$ cat config.mk
export PLATFORM = sky130hd
export DESIGN_NAME = asid_tlb
export DESIGN_NICKNAME = d
export VERILOG_FILES = /design/src/rtl/tlb_pkg.sv /design/src/rtl/tlb_match.sv /design/src/rtl/tlb_victim.sv /design/src/rtl/tlb_store.sv /design/src/rtl/asid_tlb.sv
export SDC_FILE = /design/constraint.sdc
export NUM_CORES = 1
export LEC_CHECK = 0
export BUFFER_PORTS_ARGS = -buffer_cell sky130_fd_sc_hd__buf_2
export CAP_MARGIN = 20
export CORE_MARGIN = 3
export CORE_UTILIZATION = 60
export CTS_BUF_LIST = sky130_fd_sc_hd__clkbuf_8
export DETAILED_ROUTE_END_ITERATION = 7
export PLACE_DENSITY_LB_ADDON = 0.15
export SYNTH_ARGS = -nofsm -noshare
export SYNTH_HDL_FRONTEND = slang
export SYNTH_SLANG_ARGS = --single-unit
export TNS_END_PERCENT = 10
$ cat constraint.sdc
create_clock -name clk -period 4.6 [get_ports clk]
set_input_delay 0.46 -clock clk [delete_from_list [all_inputs] [get_ports clk]]
set_output_delay 0.46 -clock clk [all_outputs]
set_load 0.005 [all_outputs]
$ cat src/rtl/tlb_pkg.sv
package tlb_pkg;

    // response state: showing a registered lookup result or not
    typedef enum logic [0:0] {
        RSP_IDLE = 1'b0,
        RSP_SHOW = 1'b1
    } rsp_state_e;

    // update operation selected for the current cycle
    typedef enum logic [1:0] {
        OP_NONE       = 2'd0,
        OP_FLUSH_ALL  = 2'd1,
        OP_FLUSH_ASID = 2'd2,
        OP_INSTALL    = 2'd3
    } upd_op_e;

endpackage

$ cat src/rtl/tlb_match.sv
module tlb_match #(
    parameter int N      = 8,
    parameter int ASID_W = 8,
    parameter int PAGE_W = 20,
    parameter int IDX_W  = 3
) (
    input  logic [N-1:0]             valid_i,
    input  logic [N-1:0][ASID_W-1:0] asid_i,
    input  logic [N-1:0][PAGE_W-1:0] page_i,
    input  logic [ASID_W-1:0]        key_asid,
    input  logic [PAGE_W-1:0]        key_page,
    output logic [N-1:0]             hit_vec_o,
    output logic                     hit_o,
    output logic [IDX_W-1:0]         hit_idx_o
);

    // parallel comparators, one per entry
    for (genvar g = 0; g < N; g++) begin : g_cmp
        assign hit_vec_o[g] = valid_i[g]
                            && (asid_i[g] == key_asid)
                            && (page_i[g] == key_page);
    end

    assign hit_o = |hit_vec_o;

    // OR-encode the (at most one-hot) match vector
    always_comb begin
        hit_idx_o = '0;
        for (int i = 0; i < N; i++) begin
            if (hit_vec_o[i]) begin
                hit_idx_o = hit_idx_o | IDX_W'(i);
            end
        end
    end

endmodule

$ cat src/rtl/tlb_victim.sv
module tlb_victim #(
    parameter int N     = 8,
    parameter int IDX_W = 3
) (
    input  logic             clk,
    input  logic             rst_n,
    input  logic [N-1:0]     valid_i,
    input  logic             advance_i,
    output logic [IDX_W-1:0] victim_o,
    output logic             full_o
);

    logic [IDX_W-1:0] rr_q;
    logic [IDX_W-1:0] free_idx;
    logic             have_free;

    // lowest-indexed empty slot
    always_comb begin
        have_free = 1'b0;
        free_idx  = '0;
        for (int i = N - 1; i >= 0; i--) begin
            if (!valid_i[i]) begin
                have_free = 1'b1;
                free_idx  = IDX_W'(i);
            end
        end
    end

    assign full_o   = !have_free;
    assign victim_o = have_free ? free_idx : rr_q;

    always_ff @(posedge clk) begin
        if (!rst_n) begin
            rr_q <= '0;
        end else if (advance_i) begin
            if (rr_q == IDX_W'(N - 1)) begin
                rr_q <= '0;
            end else begin
                rr_q <= rr_q + 1'b1;
            end
        end
    end

endmodule

$ cat src/rtl/tlb_store.sv
module tlb_store
    import tlb_pkg::*;
#(
    parameter int N       = 8,
    parameter int ASID_W  = 8,
    parameter int PAGE_W  = 20,
    parameter int FRAME_W = 16,
    parameter int IDX_W   = 3
) (
    input  logic                      clk,
    input  logic                      rst_n,
    input  upd_op_e                   op_i,
    input  logic [IDX_W-1:0]          wr_idx,
    input  logic [ASID_W-1:0]         wr_asid,
    input  logic [PAGE_W-1:0]         wr_page,
    input  logic [FRAME_W-1:0]        wr_frame,
    input  logic [ASID_W-1:0]         kill_asid,
    output logic [N-1:0]              valid_o,
    output logic [N-1:0][ASID_W-1:0]  asid_o,
    output logic [N-1:0][PAGE_W-1:0]  page_o,
    output logic [N-1:0][FRAME_W-1:0] frame_o
);

    always_ff @(posedge clk) begin
        if (!rst_n) begin
            valid_o <= '0;
            asid_o  <= '0;
            page_o  <= '0;
            frame_o <= '0;
        end else begin
            unique case (op_i)
                OP_NONE: begin
                end
                OP_FLUSH_ALL: begin
                    valid_o <= '0;
                end
                OP_FLUSH_ASID: begin
                    for (int i = 0; i < N; i++) begin
                        if (asid_o[i] == kill_asid) begin
                            valid_o[i] <= 1'b0;
                        end
                    end
                end
                OP_INSTALL: begin
                    valid_o[wr_idx] <= 1'b1;
                    asid_o[wr_idx]  <= wr_asid;
                    page_o[wr_idx]  <= wr_page;
                    frame_o[wr_idx] <= wr_frame;
                end
                default: begin
                end
            endcase
        end
    end

endmodule

$ cat src/rtl/asid_tlb.sv
module asid_tlb
    import tlb_pkg::*;
#(
    parameter int ENTRIES = 8,
    parameter int ASID_W  = 8,
    parameter int PAGE_W  = 20,
    parameter int FRAME_W = 16
) (
    input  logic               clk,
    input  logic               rst_n,
    input  logic               lk_req,
    input  logic [ASID_W-1:0]  lk_asid,
    input  logic [PAGE_W-1:0]  lk_page,
    output logic               rsp_valid,
    output logic               rsp_hit,
    output logic [FRAME_W-1:0] rsp_frame,
    input  logic               ins_req,
    input  logic [ASID_W-1:0]  ins_asid,
    input  logic [PAGE_W-1:0]  ins_page,
    input  logic [FRAME_W-1:0] ins_frame,
    input  logic               fl_asid_req,
    input  logic [ASID_W-1:0]  fl_asid,
    input  logic               fl_all_req
);

    localparam int IDX_W = (ENTRIES > 1) ? $clog2(ENTRIES) : 1;

    logic [ENTRIES-1:0]              valid_vec;
    logic [ENTRIES-1:0][ASID_W-1:0]  asid_arr;
    logic [ENTRIES-1:0][PAGE_W-1:0]  page_arr;
    logic [ENTRIES-1:0][FRAME_W-1:0] frame_arr;

    logic [ENTRIES-1:0] lk_hit_vec;
    logic               lk_hit;
    logic [IDX_W-1:0]   lk_idx;

    logic [ENTRIES-1:0] in_hit_vec;
    logic               in_hit;
    logic [IDX_W-1:0]   in_idx;

    logic [IDX_W-1:0]   victim_idx;
    logic               tlb_full;
    logic [IDX_W-1:0]   wr_idx;
    logic               rr_advance;

    upd_op_e            op;
    rsp_state_e         state_q;
    rsp_state_e         state_d;
    logic               rsp_hit_q;
    logic [FRAME_W-1:0] rsp_frame_q;

    // ---------------- lookup compare ----------------
    tlb_match #(
        .N(ENTRIES), .ASID_W(ASID_W), .PAGE_W(PAGE_W), .IDX_W(IDX_W)
    ) u_lk_match (
        .valid_i   (valid_vec),
        .asid_i    (asid_arr),
        .page_i    (page_arr),
        .key_asid  (lk_asid),
        .key_page  (lk_page),
        .hit_vec_o (lk_hit_vec),
        .hit_o     (lk_hit),
        .hit_idx_o (lk_idx)
    );

    // ---------------- install compare (duplicate detection) ----------------
    tlb_match #(
        .N(ENTRIES), .ASID_W(ASID_W), .PAGE_W(PAGE_W), .IDX_W(IDX_W)
    ) u_in_match (
        .valid_i   (valid_vec),
        .asid_i    (asid_arr),
        .page_i    (page_arr),
        .key_asid  (ins_asid),
        .key_page  (ins_page),
        .hit_vec_o (in_hit_vec),
        .hit_o     (in_hit),
        .hit_idx_o (in_idx)
    );

    // ---------------- update decode by priority ----------------
    always_comb begin
        if (fl_all_req) begin
            op = OP_FLUSH_ALL;
        end else if (fl_asid_req) begin
            op = OP_FLUSH_ASID;
        end else if (ins_req) begin
            op = OP_INSTALL;
        end else begin
            op = OP_NONE;
        end
    end

    assign rr_advance = (op == OP_INSTALL) && !in_hit && tlb_full;
    assign wr_idx     = in_hit ? in_idx : victim_idx;

    tlb_victim #(
        .N(ENTRIES), .IDX_W(IDX_W)
    ) u_victim (
        .clk       (clk),
        .rst_n     (rst_n),
        .valid_i   (valid_vec),
        .advance_i (rr_advance),
        .victim_o  (victim_idx),
        .full_o    (tlb_full)
    );

    tlb_store #(
        .N(ENTRIES), .ASID_W(ASID_W), .PAGE_W(PAGE_W),
        .FRAME_W(FRAME_W), .IDX_W(IDX_W)
    ) u_store (
        .clk       (clk),
        .rst_n     (rst_n),
        .op_i      (op),
        .wr_idx    (wr_idx),
        .wr_asid   (ins_asid),
        .wr_page   (ins_page),
        .wr_frame  (ins_frame),
        .kill_asid (fl_asid),
        .valid_o   (valid_vec),
        .asid_o    (asid_arr),
        .page_o    (page_arr),
        .frame_o   (frame_arr)
    );

    // ---------------- response state machine ----------------
    always_comb begin
        unique case (state_q)
            RSP_IDLE: state_d = lk_req ? RSP_SHOW : RSP_IDLE;
            RSP_SHOW: state_d = lk_req ? RSP_SHOW : RSP_IDLE;
            default:  state_d = RSP_IDLE;
        endcase
    end

    always_ff @(posedge clk) begin
        if (!rst_n) begin
            state_q <= RSP_IDLE;
        end else begin
            state_q <= state_d;
        end
    end

    always_ff @(posedge clk) begin
        if (!rst_n) begin
            rsp_hit_q   <= 1'b0;
            rsp_frame_q <= '0;
        end else if (lk_req) begin
            rsp_hit_q   <= lk_hit;
            rsp_frame_q <= lk_hit ? frame_arr[lk_idx] : '0;
        end
    end

    assign rsp_valid = (state_q == RSP_SHOW);
    assign rsp_hit   = rsp_hit_q;
    assign rsp_frame = rsp_frame_q;

endmodule

After elaboration in Yosys (flattened, before gate mapping) --
Cells that the tools add are included. Widths: inputs -> output; s select.
Storage, ports and cells: register bits 381, latch bits 0, RAM bits 0, memory bits (read-only) 0, bits of input ports 86, output and inout bits 18, logic and storage cells 201, memories kept 0
Operators by class: $add $sub $neg 1, multipliers 0, divide/modulo/power cells 0, magnitude comparators 3, eq/ne operators 52, shift operators 0, mux-type cells 60, bitwise operators 1, reduce and logical (&&, ||, !) cells 48
Operator list (count):
- $eq 20x20->1 | 16
- $eq 8x8->1 | 24
- $bwmux 160 | 1
- $bwmux 128 | 1
- $bwmux 64 | 1
- $demux 20 s3 | 1
- $mux 3 | 19
- $bmux 16 s3 | 1
- $demux 16 s3 | 1
- $mux 16 | 3
- $logic_and 1x1->1 | 35
- $demux 8 s3 | 1
- $pmux 8 s3 | 1
- $mux 1 | 20
- $mux 20 | 1
- $ne 2x1->1 const B | 8
- $reduce_and 2->1 | 8
- $reduce_or 8->1 | 2
- $mux 2 | 7
- $lt 3x4->1 const B | 2
- $mux 8 | 1
- $or 8x8->8 | 1
- $eq 2x2->1 const B | 2
- $add 3x1->3 const B | 1
- 6 further kinds | 7

Longest topological paths before layout --
depth after elaboration 17, gate-level depth with buffers 13, mapped depth without buffers 8

Modules after synthesis --
Synthesis repeated with hierarchy kept, for this count alone.
Unflattened totals: cells, all modules 2618, area, all modules 22215.1 µm²
Modules (own cells, without submodules):
- tlb_store | instances 1, cells an instance 1713, area each 14473.9 µm², seq. area each 7206.9 µm²
- tlb_match | instances 2, cells an instance 343, area each 2865.2 µm², seq. area each 0.0 µm²
- asid_tlb | instances 1, cells an instance 192, area each 1790.5 µm², seq. area each 360.3 µm²
- tlb_victim | instances 1, cells an instance 27, area each 220.2 µm², seq. area each 60.1 µm²

Least setup slack after synthesis --
Ideal clock, no wire load.
path kind input -> register, start point in ins_page[13], end point reg u_store.asid_o[52] in the netlist's numbering, library setup time 59 ps, data arrival time 2743 ps, required time 4541 ps, setup slack 1799 ps, stages on the path 12, buffers on the path 4, cells stage by stage buf_2 buf_6 xnor2_1 nand3_1 nor4_2 a22oi_1 nor4bb_4 or3_1 buf_6 nor3_4 buf_6 a22o_1
Between the ends: longest elaborated chain between the ends 15, elaborated cells between the ends (all ways) 31, classes of those cells order compare: 2; eq/ne: 8; mux: 11; reduce/logical: 10
Ends and longest elaborated chain:
- from (decl) | RTL line asid_tlb.sv:19 | input logic [PAGE_W-1:0] ins_page,
- $eq 20x20->1 | RTL line tlb_match.sv:21 | && (page_i[g] == key_page);
- $logic_and 1x1->1 | RTL line tlb_match.sv:21
- $mux 1 | RTL line tlb_match.sv:30 | if (hit_vec_o[i]) begin
- $mux 2 (2 in series) | RTL line tlb_match.sv:30
- $mux 3 (4 in series) | RTL line tlb_match.sv:30
- $mux 3 (*) | RTL line asid_tlb.sv:94 | assign wr_idx = in_hit ? in_idx : victim_idx;
- $lt 3x4->1 (implied by the code) or $ge 3x1->1 (tied branches) | RTL line tlb_store.sv:46 | asid_o[wr_idx] <= wr_asid;
- $logic_and 1x1->1 (implied by the code) | RTL line tlb_store.sv:46
- $mux 8 (implied by the code) | RTL line tlb_store.sv:46
- $demux 8 s3 (*)
- $bwmux 64 (*) | RTL line tlb_store.sv:46
- to (signal, indexed assignment) | RTL line tlb_store.sv:46
- to (decl) | RTL line tlb_store.sv:19 | output logic [N-1:0][ASID_W-1:0] asid_o,
Mark *: on every way between the ends. The rest lies on a longest branch, timed or not. A chain may end at the register's enable or synchronous reset.

Worst setup path in the final report --
start point reg u_store.asid_o[40] in the netlist's numbering, end point reg u_store.page_o[138] in the netlist's numbering
Between the ends: longest elaborated chain between the ends 12, elaborated cells between the ends (all ways) 14, classes of those cells order compare: 2; eq/ne: 1; mux: 7; reduce/logical: 4
Ends and longest elaborated chain:
- $eq 8x8->1 (*) | RTL line tlb_match.sv:20 | && (asid_i[g] == key_asid)
- $logic_and 1x1->1 (*) | RTL line tlb_match.sv:20
- $logic_and 1x1->1 (*) | RTL line tlb_match.sv:21
- $mux 3 (3 in series) | RTL line tlb_match.sv:30
- $mux 3 (*) | RTL line asid_tlb.sv:94
- $lt 3x4->1 (implied by the code) or $ge 3x1->1 (tied branches) | RTL line tlb_store.sv:47 | page_o[wr_idx] <= wr_page;
- $logic_and 1x1->1 (implied by the code) | RTL line tlb_store.sv:47
- $mux 20 (implied by the code) | RTL line tlb_store.sv:47
- $demux 20 s3 (*)
- $bwmux 160 (*) | RTL line tlb_store.sv:47
- to (signal, indexed assignment) | RTL line tlb_store.sv:47
- to (decl) | RTL line tlb_store.sv:20 | output logic [N-1:0][PAGE_W-1:0] page_o,
Marked as above.

==> flow_metrics.tcl <==
set metrics [dict create \
    status "completed" \
    ys_types 67 \
    vias 20616 \
    r2r_slack_ns 0.80 \
    slew_violations 0 \
    register_area_um2 7630 \
    ios 104 \
    grt_busiest_layer "met2" \
    synth_edf_count 0 \
    timing.rr.start "u_store.asid_o[40]" \
    clock_skew_ns 0.0321 \
    cts_buffers 67 \
    cp.arrival_ns 4.39 \
    power_frac_comb_pct 10.8 \
    finalCritPeriodShare_pct 82.7 \
    p_switching_w 0.00198 \
    synthCells 2511 \
    start_kind "flip-flop" \
    r2r_cells 10 \
    die_x_um 198 \
    syn2layout_area_growth_pct 8.54 \
    cts_max_path_buffers 3 \
    use_met1_pct 56.8 \
    fin_nets 2610 \
    syn-num-nets 2599 \
    grt_util_met3_pct 12.9 \
    p_int_w 0.00516 \
    setup_viol_count_final 0 \
    pwr-share-clk_pct 42.5 \
    use_met2_pct 62.4 \
    switching_share_pct 27.8 \
    die_h_um 198 \
    grt_first_pass_wirelength_um 125000 \
    post-dp-hpwl_um 58500 \
    clock.fmax_ghz 0.263 \
    synth-main-ff-cell "dfxtp_1" \
    finalWorstSetupSlack_ns 0.795 \
    cts_root_buf "clkbuf_8" \
    routed_wl_um 85500 \
    ys_top_cells_by_area "dfxtp_1 35%, xnor2_1 12%, mux2i_1 9.6%" \
    yosysTopAreaCell "dfxtp_1" \
    core-area_um2 35800 \
    maxCapViolations 0 \
    crit_path_max_fanout 26 \
    gp_congestion 1.14 \
    yosysTopAreaCellShare_pct 34.7 \
    grt_pass1_vias 19551 \
    rows 69 \
    async_flop_share_pct 0 \
    holdPathEnd "u_store.frame_o[100]" \
    cts_tree "yes" \
    drcViolationCount 0 \
    clk_pin_slew_ns 0.06 \
    ys_ff_latch 381 \
    ant_nets 0 \
    post_cts_buffers 0 \
    drt_first_iter_violations 2572 \
    die_area_um2 39000 \
    post_drt_wl_per_cell_um 28.3 \
    crit_type "reg -> reg" \
    cts_hold_buf 0 \
    slew_headroom_pct 33.5 \
    fin_util_pct 66.7 \
    ys_seq_area_share_pct 34.7 \
    start_util_pct 61.4 \
    setup_tns_ns 0 \
    post_cts_resized 0 \
    synth_warnings 0 \
    tightestPinTransition_ns 0.996 \
    peakVddDrop_v 0.000279 \
    avgSynthCellArea_um2 8.76 \
    required_ns 5.19 \
    numClockSinks 381 \
    worstHoldStart "ins_frame[4]" \
    dr.pass1.iters 6 \
    port_buffers 103 \
    seqPwrFrac_pct 46.7 \
    place_ws_ns 0.438 \
    fin_hold_ws_ns 0.123 \
    min_path_cells 2 \
    p_per_area_nw_per_um2 299 \
    r2r-end "u_store.page_o[138]" \
    rsz0062_at_grt "false" \
    drive_above_1_share_pct 11.1 \
    grt_util_all_layers_pct 42.8 \
    overflow 0 \
    synth_commonest_cells "381 x dfxtp_1, 313 x xnor2_1, 249 x nand2_1" \
    hold_viol_final 0 \
    ctsHtreeMaxLevel 3 \
    grt_start_max_net_pins 197 \
    end_kind "flip-flop" \
    leakage_nw 9.16 \
    multiInputGateArea_um2 13100 \
    antenna_found_initial 1 \
    netlist_area_um2 22000 \
    synth_most_common_cell "dfxtp_1" \
    fill_cells 3028 \
    clock_latency_ns 0.65 \
    min_path_type "in -> reg" \
    fin_crit_ns 3.80 \
    vias_per_cell 6.81 \
    cp-startpoint "u_store.asid_o[40]" \
]
[power by group through the flow]
stage | registers [W] | logic, W | clock network [W]
global route | 0.00334 | 0.000786 | 0.00321
detailed placement | 0.00341 | 0.000728 | 0
global placement | 0.00341 | 0.000726 | 0
finish | 0.00334 | 0.000769 | 0.00304
CTS | 0.00334 | 0.000732 | 0.00305
floorplan | 0.00340 | 0.000471 | 0
[metrics by stage]
| step | instance area [µm²] | std cells | power [W] |
|---|---|---|---|
| 3_3_place_gp | 22600 | 2914 | 0.00413 |
| 5_1_grt | 23900 | 3025 | 0.00734 |
| 4_1_cts | 23900 | 3024 | 0.00712 |
| 3_5_place_dp | 22600 | 2914 | 0.00414 |
| 2_1_floorplan | 22000 | 2511 | 0.00387 |
| 6_report | 23900 | 3026 | 0.00715 |
[kinds of logic after synthesis]
logic type               Yosys count  synth area share, %
AND/OR/NAND/NOR                  679                 15.9
XOR/XNOR                         503                 20.1
AO/OA/AOI/OAI                    466                 13.4
flip-flops                       381                 34.7
buffers and inverters            270                 6.33
multiplexers                     210                 9.55
adder cells (fa/ha/maj)            2                0.114
[registers in the layout, indices dropped and copies added (netlist names)]
| register | count |
|---|---|
| rsp_valid | 1 |
| u_store.asid_o | 64 |
| u_store.frame_o | 128 |
| u_victim.rr_q | 3 |
| rsp_frame | 16 |
| rsp_hit | 1 |
| u_store.valid_o | 8 |
| u_store.page_o | 160 |
[metal layers]
layer / up-vias / share of wire [%] / routed length, µm
met1: 9916 / 39 / 33600
met2: 1419 / 42 / 35800
met4: 0 / 6.7 / 5720
met5: - / 0 / 0
li1: 8916 / - / -
met3: 365 / 12 / 10400
[final cells by class]
type,count,share of cell area (%)
timing repair buffer,169,4.78
sequential,381,31.9
clock buffer,76,4.38
multi-input combinational,1860,54.9
tap,461,2.41
antenna,2,0.0210
inverter,43,0.686
clock inverter,34,0.880
[critical path, cell delays in order, from the launching register on]
cell     delay [ns]
dfxtp_1        0.52
xnor2_1        0.21
nand4_1        0.13
nor4_1         0.57
a22oi_1        0.31
or2b_1         0.38
nor3_2         0.11
buf_4          0.29
a21oi_4        0.74
buf_4          0.31
a22o_1         0.16
[cells in the final DEF, fill, tap and decap left out, types with 4 or more instances in the layout]
cell type / n
clkbuf_8: 76
buf_2: 102
nand2b_1: 18
clkinvlp_4: 4
a41oi_1: 33
nor4_1: 74
inv_1: 66
nand3_4: 4
or4_1: 4
o21ai_0: 149
and4_1: 5
nand3b_1: 4
mux2i_1: 210
buf_4: 56
xor2_1: 188
nand3_1: 153
a22o_1: 60
a221oi_1: 16
nor3_1: 12
dfxtp_1: 381
nand2_1: 249
nor2_1: 8
xnor2_1: 313
nor4_2: 4
nand4_1: 120
a21oi_1: 141
buf_12: 10
a211oi_1: 33
[worst max path at each step]
stage | endpoint | slack [ns]
final | u_store.page_o[138] | 0.80
after global placement | u_store.page_o[138] | 0.48
after CTS | u_store.page_o[131] | 0.88
after global routing | u_store.page_o[131] | 0.71
after floorplan | u_store.asid_o[52] | 1.80
after detailed placement | u_store.page_o[134] | 0.44
Power figures use the tool's default switching activity.
